===== config.mk =====
export PLATFORM = sky130hd
export DESIGN_NAME = flash_mem_reader
export DESIGN_NICKNAME = d
export VERILOG_FILES = /design/src/rtl/flash_rd_pkg.sv /design/src/rtl/mcmd_store.sv /design/src/rtl/frame_shifter.sv /design/src/rtl/flash_mem_reader.sv
export SDC_FILE = /design/constraint.sdc
export NUM_CORES = 1
export LEC_CHECK = 0
export ABC_AREA = 1
export BUFFER_PORTS_ARGS = -buffer_cell sky130_fd_sc_hd__clkbuf_2
export CORE_ASPECT_RATIO = 0.6
export CORE_MARGIN = 2
export CORE_UTILIZATION = 35
export CTS_CLUSTER_SIZE = 14
export DETAILED_ROUTE_END_ITERATION = 10
export PLACE_DENSITY_LB_ADDON = 0.15
export SLEW_MARGIN = 20
export SYNTH_ARGS = -nofsm -noshare
export SYNTH_HDL_FRONTEND = slang
export SYNTH_SLANG_ARGS = --single-unit
export TNS_END_PERCENT = 5

===== constraint.sdc =====
create_clock -name clk -period 6.2 [get_ports clk]
set_input_delay 0.62 -clock clk [delete_from_list [all_inputs] [get_ports clk]]
set_output_delay 0.62 -clock clk [all_outputs]
set_load 0.05 [all_outputs]

===== src/rtl/flash_rd_pkg.sv =====
// Shared template layout, phase type and helpers for the flash read controller.
// Assumes a 32-bit template word with fixed field positions.
package flash_rd_pkg;

    localparam int OPC_LSB = 24;
    localparam int FRM_LSB = 21;
    localparam int FLD_LSB = 19;
    localparam int DMY_LSB = 16;

    typedef struct packed {
        logic [7:0] opcode;
        logic [2:0] frame_form;
        logic [1:0] field_form;
        logic [2:0] dummy;
    } tmpl_t;

    typedef enum logic [1:0] {PH_OPC, PH_ADR, PH_DMY, PH_DAT} phase_e;

    // Extract template fields from a raw command word.
    function automatic tmpl_t unpack_word(input logic [31:0] w);
        tmpl_t t;
        t.opcode     = w[OPC_LSB +: 8];
        t.frame_form = w[FRM_LSB +: 3];
        t.field_form = w[FLD_LSB +: 2];
        t.dummy      = w[DMY_LSB +: 3];
        return t;
    endfunction

    // A template is usable for 1..4 address bytes and serial or wide-data form.
    function automatic logic tmpl_valid(input tmpl_t t);
        return (t.frame_form >= 3'd2) && (t.frame_form <= 3'd5) && (t.field_form <= 2'd1);
    endfunction

endpackage


===== src/rtl/mcmd_store.sv =====
// Holds the read template and the memory-mode flags.
// Assumes frame_active is high while the top is waiting on a frame.
module mcmd_store
    import flash_rd_pkg::*;
(
    input  logic        clk,
    input  logic        rst_n,
    input  logic        wr_en,
    input  logic [31:0] wr_word,
    input  logic        rst_req,
    input  logic        frame_active,
    output tmpl_t       tmpl_o,
    output logic        mode_on_o,
    output logic        rst_pend_o
);
    tmpl_t tmpl_q;
    logic  mode_q, pend_q;
    tmpl_t wr_t;

    assign wr_t = unpack_word(wr_word);

    // Template capture, mode arming and deferred mode exit.
    always_ff @(posedge clk) begin
        if (!rst_n) begin
            tmpl_q <= '0;
            mode_q <= 1'b0;
            pend_q <= 1'b0;
        end else begin
            if (rst_req) begin
                pend_q <= 1'b1;
            end else if (pend_q && !frame_active) begin
                pend_q <= 1'b0;
                mode_q <= 1'b0;
            end
            if (wr_en && !rst_req && !pend_q && tmpl_valid(wr_t)) begin
                tmpl_q <= wr_t;
                mode_q <= 1'b1;
            end
        end
    end

    assign tmpl_o     = tmpl_q;
    assign mode_on_o  = mode_q;
    assign rst_pend_o = pend_q;

    assert_arm_R2: assert property (@(posedge clk) disable iff (!rst_n)
        $rose(mode_q) |-> $past(wr_en));
    assert_leave_R10: assert property (@(posedge clk) disable iff (!rst_n)
        $fell(mode_q) |-> ($past(pend_q) && !$past(frame_active)));
    assert_hold_R11: assert property (@(posedge clk) disable iff (!rst_n)
        (pend_q && frame_active && mode_q) |=> mode_q);
endmodule


===== src/rtl/frame_shifter.sv =====
// Runs one serial flash read frame: opcode, address, dummy clocks, data.
// Clock mode 0, serial clock at half the system clock; start only when idle.
module frame_shifter
    import flash_rd_pkg::*;
#(
    parameter int CNT_W = 7
)(
    input  logic        clk,
    input  logic        rst_n,
    input  logic        start,
    input  logic [7:0]  opcode,
    input  logic [31:0] addr,
    input  logic [2:0]  addr_bytes,
    input  logic [2:0]  dummy_bytes,
    input  logic [2:0]  data_bytes,
    input  logic [1:0]  lane,
    output logic        sck,
    output logic        cs_n,
    output logic [3:0]  io_out,
    output logic [3:0]  io_oe,
    input  logic [3:0]  io_in,
    output logic        busy,
    output logic        done,
    output logic [31:0] rx_data
);
    phase_e           phase;
    logic [CNT_W-1:0] cnt;
    logic [31:0]      sout, addr_q, rx;
    logic [1:0]       lane_q;
    logic [2:0]       abytes_q, dummy_q, data_q;
    logic             sck_q, cs_q, busy_q, done_q;
    logic [5:0]       align;

    // Clock periods needed to move a byte count over the given lane width.
    function automatic logic [CNT_W-1:0] clocks_for(input logic [2:0] nbytes, input logic [1:0] l);
        logic [CNT_W-1:0] bits;
        bits = CNT_W'({nbytes, 3'b000});
        return bits >> l;
    endfunction

    // Shift one sample of the active lanes into the receive register.
    function automatic logic [31:0] shift_rx(input logic [31:0] r, input logic [3:0] d, input logic [1:0] l);
        case (l)
            2'd0:    return {r[30:0], d[1]};
            2'd1:    return {r[29:0], d[1:0]};
            default: return {r[27:0], d[3:0]};
        endcase
    endfunction

    assign align = {(3'd4 - addr_bytes), 3'b000};

    // Frame sequencer: toggles the serial clock and walks the phases.
    always_ff @(posedge clk) begin
        if (!rst_n) begin
            phase <= PH_OPC;  cnt <= '0;  sout <= '0;  addr_q <= '0;  rx <= '0;
            lane_q <= '0;  abytes_q <= '0;  dummy_q <= '0;  data_q <= '0;
            sck_q <= 1'b0;  cs_q <= 1'b1;  busy_q <= 1'b0;  done_q <= 1'b0;
        end else begin
            done_q <= 1'b0;
            if (start) begin
                busy_q   <= 1'b1;
                cs_q     <= 1'b0;
                sck_q    <= 1'b0;
                phase    <= PH_OPC;
                cnt      <= CNT_W'(8);
                sout     <= {opcode, 24'h0};
                addr_q   <= addr << align;
                rx       <= '0;
                lane_q   <= lane;
                abytes_q <= addr_bytes;
                dummy_q  <= dummy_bytes;
                data_q   <= data_bytes;
            end else if (busy_q) begin
                if (!sck_q) begin
                    sck_q <= 1'b1;
                end else begin
                    sck_q <= 1'b0;
                    if (phase == PH_DAT) rx <= shift_rx(rx, io_in, lane_q);
                    if (cnt == CNT_W'(1)) begin
                        case (phase)
                            PH_OPC: begin
                                phase <= PH_ADR;
                                cnt   <= clocks_for(abytes_q, 2'd0);
                                sout  <= addr_q;
                            end
                            PH_ADR: begin
                                if (dummy_q != 3'd0) begin
                                    phase <= PH_DMY;
                                    cnt   <= clocks_for(dummy_q, lane_q);
                                end else begin
                                    phase <= PH_DAT;
                                    cnt   <= clocks_for(data_q, lane_q);
                                end
                            end
                            PH_DMY: begin
                                phase <= PH_DAT;
                                cnt   <= clocks_for(data_q, lane_q);
                            end
                            default: begin
                                busy_q <= 1'b0;
                                cs_q   <= 1'b1;
                                done_q <= 1'b1;
                            end
                        endcase
                    end else begin
                        cnt  <= cnt - CNT_W'(1);
                        sout <= {sout[30:0], 1'b0};
                    end
                end
            end
        end
    end

    logic hdr_phase;
    assign hdr_phase = busy_q && (phase == PH_OPC || phase == PH_ADR);
    assign io_out    = {3'b000, hdr_phase ? sout[31] : 1'b0};
    assign io_oe     = !busy_q ? 4'b0000 : (hdr_phase || lane_q == 2'd0) ? 4'b0001 : 4'b0000;
    assign sck       = sck_q;
    assign cs_n      = cs_q;
    assign busy      = busy_q;
    assign done      = done_q;
    assign rx_data   = rx;

    assert_start_idle_R9: assert property (@(posedge clk) disable iff (!rst_n)
        start |-> !busy_q);
    assert_sck_idle_R5: assert property (@(posedge clk) disable iff (!rst_n)
        cs_q |-> !sck_q);
    assert_cs_fall_R5: assert property (@(posedge clk) disable iff (!rst_n)
        $fell(cs_q) |-> $past(start));
    assert_done_end_R8: assert property (@(posedge clk) disable iff (!rst_n)
        done_q |-> cs_q);
endmodule


===== src/rtl/flash_mem_reader.sv =====
// Top: turns bus reads into flash read frames once a template is armed.
// Assumes one outstanding read; requests are accepted only when bus_ready is high.
module flash_mem_reader
    import flash_rd_pkg::*;
#(
    parameter int ADDR_W = 24
)(
    input  logic              clk,
    input  logic              rst_n,
    input  logic              tmpl_we,
    input  logic [31:0]       tmpl_word,
    input  logic              reset_req,
    input  logic              fl_lane_quad,
    output logic              stat_init,
    output logic              stat_rst,
    input  logic              bus_req,
    input  logic [ADDR_W-1:0] bus_addr,
    input  logic [1:0]        bus_size,
    output logic              bus_ready,
    output logic              bus_ack,
    output logic              bus_err,
    output logic [31:0]       bus_rdata,
    output logic              fl_sck,
    output logic              fl_cs_n,
    output logic [3:0]        fl_io_out,
    output logic [3:0]        fl_io_oe,
    input  logic [3:0]        fl_io_in
);
    tmpl_t       tmpl;
    logic        mode_on, rst_pend;
    logic        running, ack_q, err_q;
    logic [31:0] rdata_q, rx;
    logic [2:0]  nb_q, nbytes;
    logic [1:0]  lane;
    logic        accept, serve, start, sh_busy, sh_done;

    // Reorder received bytes so the earliest byte sits lowest.
    function automatic logic [31:0] to_le(input logic [31:0] r, input logic [2:0] nb);
        logic [31:0] o;
        o = '0;
        for (int k = 0; k < 4; k++)
            if (k < int'(nb)) o[8*k +: 8] = r[8*(int'(nb) - 1 - k) +: 8];
        return o;
    endfunction

    mcmd_store u_store (
        .clk(clk), .rst_n(rst_n), .wr_en(tmpl_we), .wr_word(tmpl_word),
        .rst_req(reset_req), .frame_active(running),
        .tmpl_o(tmpl), .mode_on_o(mode_on), .rst_pend_o(rst_pend)
    );

    assign accept = bus_req && !running;
    assign serve  = mode_on && !rst_pend && !reset_req && (bus_size != 2'd3);
    assign start  = accept && serve;
    assign nbytes = 3'd1 << bus_size;
    assign lane   = (tmpl.field_form == 2'd1) ? (fl_lane_quad ? 2'd2 : 2'd1) : 2'd0;

    frame_shifter #(.CNT_W(7)) u_shift (
        .clk(clk), .rst_n(rst_n), .start(start),
        .opcode(tmpl.opcode), .addr(32'(bus_addr)),
        .addr_bytes(tmpl.frame_form - 3'd1), .dummy_bytes(tmpl.dummy),
        .data_bytes(nbytes), .lane(lane),
        .sck(fl_sck), .cs_n(fl_cs_n), .io_out(fl_io_out), .io_oe(fl_io_oe),
        .io_in(fl_io_in), .busy(sh_busy), .done(sh_done), .rx_data(rx)
    );

    // Bus response sequencing: error replies, frame tracking, data return.
    always_ff @(posedge clk) begin
        if (!rst_n) begin
            running <= 1'b0;
            ack_q   <= 1'b0;
            err_q   <= 1'b0;
            rdata_q <= '0;
            nb_q    <= '0;
        end else begin
            ack_q <= 1'b0;
            err_q <= 1'b0;
            if (accept && !serve) begin
                ack_q   <= 1'b1;
                err_q   <= 1'b1;
                rdata_q <= '0;
            end
            if (start) begin
                running <= 1'b1;
                nb_q    <= nbytes;
            end
            if (running && sh_done) begin
                running <= 1'b0;
                ack_q   <= 1'b1;
                rdata_q <= to_le(rx, nb_q);
            end
        end
    end

    assign bus_ready = !running;
    assign bus_ack   = ack_q;
    assign bus_err   = err_q;
    assign bus_rdata = rdata_q;
    assign stat_init = mode_on;
    assign stat_rst  = rst_pend;

    assert_stall_R9: assert property (@(posedge clk) disable iff (!rst_n)
        sh_busy |-> !bus_ready);
    assert_err_noframe_R4: assert property (@(posedge clk) disable iff (!rst_n)
        (bus_ack && bus_err) |-> fl_cs_n);
    assert_start_mode_R4: assert property (@(posedge clk) disable iff (!rst_n)
        start |-> mode_on);
    assert_ack_frame_R8: assert property (@(posedge clk) disable iff (!rst_n)
        (bus_ack && !bus_err) |-> $past(running));
endmodule


Yosys cells after proc, flatten, opt, wreduce, memory -nomap -nowiden

Cells that the tools add are included.

Bits in registers: 173
Output and inout bits: 47
Word-level logic and storage cells: 149

Add/sub/neg operators: 7
Equality and inequality tests: 13
Reduce and logical (&&, ||, !) cells: 42
Magnitude comparators: 7
Mux-type cells: 43
Shifts and indexed selects: 8
Bitwise logic cells: 4

Operators by type and width:

| cell                                                                         | count |
|---|---|
| 32-bit 2-to-1 mux                                                            | 7 |
| 32-bit case mux with 2 select lines                                          | 1 |
| 32-bit by 32-bit indexed part select with 8-bit output                       | 2 |
| 8-bit 2-to-1 mux                                                             | 4 |
| 32-bit by 7-bit indexed part select with 8-bit output                        | 1 |
| 32-bit by 8-bit indexed part select with 8-bit output                        | 1 |
| 24-bit by 6-bit << shifter with 32-bit output                                | 1 |
| 1-bit 2-to-1 mux                                                             | 21 |
| 7-bit case mux with 3 select lines                                           | 1 |
| 4-bit 2-to-1 mux                                                             | 4 |
| 3-bit AND reduction                                                          | 5 |
| 1-bit logical AND                                                            | 14 |
| 7-bit 2-to-1 mux                                                             | 2 |
| 6-bit by 2-bit >> shifter with 7-bit output                                  | 2 |
| 2-bit nonzero test                                                           | 6 |
| 4-bit by 3-bit subtractor with 5-bit output (second input constant)          | 2 |
| 4-bit AND reduction                                                          | 2 |
| 7-bit by 1-bit equality test with 1-bit output (second input constant)       | 1 |
| 7-bit by 1-bit subtractor with 7-bit output (second input constant)          | 1 |
| 2-bit by 1-bit equality test with 1-bit output (second input constant)       | 3 |
| 1-bit by 3-bit less-than comparator with 1-bit output (first input constant) | 2 |
| 2-bit by 3-bit less-than comparator with 1-bit output (first input constant) | 2 |
| 2-bit case mux with 3 select lines                                           | 1 |
| 3-bit nonzero test                                                           | 2 |
| 23 further kinds                                                             | 36 |

Depth between registers and ports, before layout

Word-level depth: 8
Mapped depth: 15

Cells and area by module

From an unflattened synthesis, not the netlist that was laid out.

Cell total of the unflattened synthesis: 1469
Area, all modules: 9649.3 sq um

By module, submodules not included:

| module           | seq. area each (sq um) | cells an instance | area an instance (sq um) | times used |
|---|---|---|---|---|
| frame_shifter    | 2402.3                 | 874               | 6104.6                   | 1 |
| flash_mem_reader | 760.7                  | 472               | 2721.4                   | 1 |
| mcmd_store       | 360.3                  | 123               | 823.3                    | 1 |

Worst setup path after synthesis

OpenSTA, ideal clock, no wires.

Kind: register to register
Start: reg, netlist name u_shift.data_q[0]
End: reg rdata_q[18] (netlist: bus_rdata[18])
Setup time: 0.070 ns
Cell stages (with the launch flop): 13
Arrival time: 2.766 ns
Required time: 6.130 ns
Slack: 3.364 ns
Cell sequence: dfxtp_1 > buf_2 > inv_2 > buf_4 > clkbuf_1 > ha_1 > buf_2 > inv_1 > clkbuf_1 > ha_1 > nor4_2 > nand2_1 > a21oi_1

RTL lines:

| element              | line                   | text |
|---|---|---|
| end signal, assigned | flash_mem_reader.sv:90 | `rdata_q <= to_le(rx, nb_q);` |
| end, declared        | flash_mem_reader.sv:32 | `logic [31:0] rdata_q, rx;` |

==> parameters.txt <==
Parameter                              Value

Global route
  Remaining global-route overflow    0
  Antenna violations before repair    0
  Number of global-route vias before repair    7454
  Overall routing resource usage    0.215
  Global-route wire length before repair    43.8 mm
  Largest net degree at the start of global routing    70

STA
  Worst-Margin Slew    approximately 1100 ps
  RSZ-0062 raised after global routing    no
  Fin. Hold Viols    0
  Total count of max-transition violations in the final report    0
  Clock period minus final worst setup slack    3450 ps
  Setup violation total in the final timing report    0
  PnR worst setup slack    2750 ps
  Portion of the clock cycle consumed by the worst path in the final layout    0.557
  Fin Hold WS    ~410 ps
  Sum Neg Setup Slack    0 ps
  Worst slew margin relative to its limit    0.253
  Maximum clock frequency    0.290 GHz
  Clock Skews    11.0 ps

Synthesis
  Post-synthesis area per instance    about 7.0 um^2
  Number of synthesized flops with an enable pin    0
  Gate Count Post-Synth    1258
  Post-synthesis sequential area ratio    0.394
  Ranking of synthesized cells by area    sky130_fd_sc_hd__dfxtp_1 (39%), sky130_fd_sc_hd__nand2_1 (12%), sky130_fd_sc_hd__o21ai_0 (7.1%), sky130_fd_sc_hd__inv_1 (5.3%), sky130_fd_sc_hd__a211oi_1 (4.9%)
  Flip-flop and latch count after synthesis    173
  Dominant register cell in the synthesized netlist    sky130_fd_sc_hd__dfxtp_1
  Area share of the largest cell type after synthesis    0.394
  Ys Warns    1
  Count of different cell masters after synthesis    46
  Ys async rst share    0
  Cell taking the most area after synthesis    sky130_fd_sc_hd__dfxtp_1
  Synthesized cell area    0.00880 mm^2

Setup path
  Kind of launch point of the worst setup path    flop
  Worst Path Class, Setup    reg2reg
  Required time of the critical path    6500 ps
  Largest fanout of any net on the critical path    39
  Crit path capture type    flop
  WP data arrival    3750 ps

Min path
  Path class of the lowest-slack min-delay path    in2reg

Placement
  Placed wire-length estimate after detailed placement    20.6 mm
  Worst setup slack after placement    2730 ps
  Final Wtd Congestion    0.902
  I/O Buffers    92
  Total cell area at the placement stage    around 0.0094 mm^2

Floorplanning
  DIE AREA    about 0.026 mm^2
  Number of primary I/O pins    115
  DIE WIDTH    209 um
  Chip Height    127 um
  Number of standard-cell rows in the floorplan    44
  Core Footprint    0.0244 mm^2
  Effective utilization at floorplan    0.360

Clock tree
  Total of hold buffers inserted after clock tree synthesis    0
  Number of clock sinks    between 150 and 200
  Number of gates resized after cts    0
  Setup fix buffers added after clock tree synthesis    0
  H-tree depth    4
  Number of buffers between clock root and the deepest sink    2
  Clock Pin Slew Worst Setup and Hold Paths    70 ps
  Number of buffers created by CTS    17
  Clock tree from TritonCTS    yes
  Root Buffer Master    sky130_fd_sc_hd__clkbuf_16
  Insertion delay of the later-clocked pin in the worst-skew pair    440 ps

Layout
  Area of all placed cells without fillers    0.00997 mm^2
  Register area    0.00346 mm^2
  Most frequent standard cell in the layout excluding fill and tap cells    sky130_fd_sc_hd__nand2_1
  Layout cells sized above 1    0.124
  Highest-count cells in the layout ignoring fill and taps    sky130_fd_sc_hd__nand2_1 (284), sky130_fd_sc_hd__dfxtp_1 (173), sky130_fd_sc_hd__inv_1 (125), sky130_fd_sc_hd__o21ai_0 (125), sky130_fd_sc_hd__clkbuf_2 (92)
  Number of filler cells placed in the layout    2581
  Final antenna diode count    0
  NumNets Final    1379
  Combined area of the multi-input logic cells    between 0.004 and 0.005 mm^2
  Post-synthesis to final-layout area growth    13.3%

Routing
  Detailed router's first-iteration violation count    940
  Routed wire length per instance    17.3 um
  DRC violations left    0
  Routed vias/inst    5.26
  Routed wire length    28.3 mm
  Router iterations before antenna repair    5
  Number of nets with antenna violations after routing    0
  Routed via count    8586

Power and ir drop
  Max IR drop VDD    0.152 mV
  Overall power after layout    2.37 mW
  Static leakage    3.62 nW
  Power per Cell Area    between 200 and 250 mW/mm^2

Outcome
  Result of the run    complete, no violations

Run
  Reported max-cap violation count    0
[area by class of cell]
type | instances | share of cell area
multi-input combinational | 865 | 0.446
sequential | 173 | 0.347
inverter | 140 | 0.0527
timing repair buffer | 100 | 0.0522
clock buffer | 22 | 0.0476
tap | 322 | 0.0404
clock inverter | 9 | 0.0136
[cells by family (layout without fill, tap and decap cells)]
logic type / after synthesis / in the layout / share of synthesized area
AND/OR/NAND/NOR: 451 / 451 / 0.216
AO/OA/AOI/OAI: 388 / 388 / 0.260
buffers and inverters: 225 / 271 / 0.104
flip-flops: 173 / 173 / 0.394
adder cells (fa/ha/maj): 14 / 14 / 0.0199
XOR/XNOR: 6 / 6 / 0.00597
other: 1 / 6 / 0.000426
[synthesized netlist by cell type (3+ instances only)]
library cell,count
sky130_fd_sc_hd__nand2_1,284
sky130_fd_sc_hd__dfxtp_1,173
sky130_fd_sc_hd__inv_1,125
sky130_fd_sc_hd__o21ai_0,125
sky130_fd_sc_hd__a21oi_1,76
sky130_fd_sc_hd__nor2_1,76
sky130_fd_sc_hd__a211oi_1,58
sky130_fd_sc_hd__nand3_1,50
sky130_fd_sc_hd__clkbuf_1,41
sky130_fd_sc_hd__o22ai_1,40
sky130_fd_sc_hd__o21ai_1,35
sky130_fd_sc_hd__buf_2,30
sky130_fd_sc_hd__a31oi_1,16
sky130_fd_sc_hd__ha_1,14
sky130_fd_sc_hd__inv_2,12
sky130_fd_sc_hd__nor3_1,11
sky130_fd_sc_hd__buf_4,10
sky130_fd_sc_hd__o211ai_1,9
sky130_fd_sc_hd__o221ai_1,8
sky130_fd_sc_hd__a22oi_1,7
sky130_fd_sc_hd__nand4_1,7
sky130_fd_sc_hd__o311ai_0,7
sky130_fd_sc_hd__nor2_2,5
sky130_fd_sc_hd__xor2_1,5
sky130_fd_sc_hd__buf_1,4
sky130_fd_sc_hd__nand2_2,4
sky130_fd_sc_hd__clkinv_1,3
[power by group]
part / leakage, nW / switching (mW) / total [mW] / internal, mW
Combinational: 1.94 / 0.0885 / 0.120 / 0.0314
Sequential: 1.39 / 0.00276 / 1.12 / 1.12
Clock: 0.289 / 0.466 / 1.13 / 0.665
[through the flow]
stage,std cells,utilization
global placement,1600,0.383
global route,1631,0.408
CTS,1631,0.408
finish,1631,0.408
floorplan,1263,-
detailed placement,1600,0.383
[registers in the layout, indices dropped and copies added, names as in the netlist, 2 cells and up]
register          count
u_shift.data_q        3
u_shift.abytes_q      3
bus_rdata            32
u_shift.cnt           7
u_store.tmpl_o       16
u_shift.addr_q       32
u_shift.rx_data      32
u_shift.lane_q        2
u_shift.phase         2
u_shift.dummy_q       3
u_shift.sout         32
[critical path: stages (launching register included)]
cell and delay [ps]:
sky130_fd_sc_hd__dfxtp_1 320, sky130_fd_sc_hd__inv_2 440, sky130_fd_sc_hd__ha_1 470, sky130_fd_sc_hd__xor2_1 710, sky130_fd_sc_hd__inv_1 470, sky130_fd_sc_hd__o21ai_0 740, sky130_fd_sc_hd__o21ai_1 150
[worst paths after layout]
check,from,endpoint,slack (ps),depth (start not counted)
worst max register to register,u_shift.data_q[0]$_SDFFE_PN0P_,bus_rdata[14]$_SDFFE_PN0P_,2750,6
worst min register to register,u_shift.addr_q[31]$_SDFFE_PN0P_,u_shift.addr_q[31]$_SDFFE_PN0P_,460,2
worst min-delay path,tmpl_word[29],u_store.tmpl_o[13]$_SDFFE_PN0P_,410,3
worst max-delay path,u_shift.data_q[0]$_SDFFE_PN0P_,bus_rdata[14]$_SDFFE_PN0P_,2750,6
[routing by layer]
metal,part of all wire,GRT usage,vias to the layer above
met5,0,0,-
met4,0.0076,0.0424,0
met3,0.10,0.0703,17
met2,0.34,0.250,335
met1,0.55,0.357,3910
li1,-,-,4324
Power figures use the tool's default switching activity.
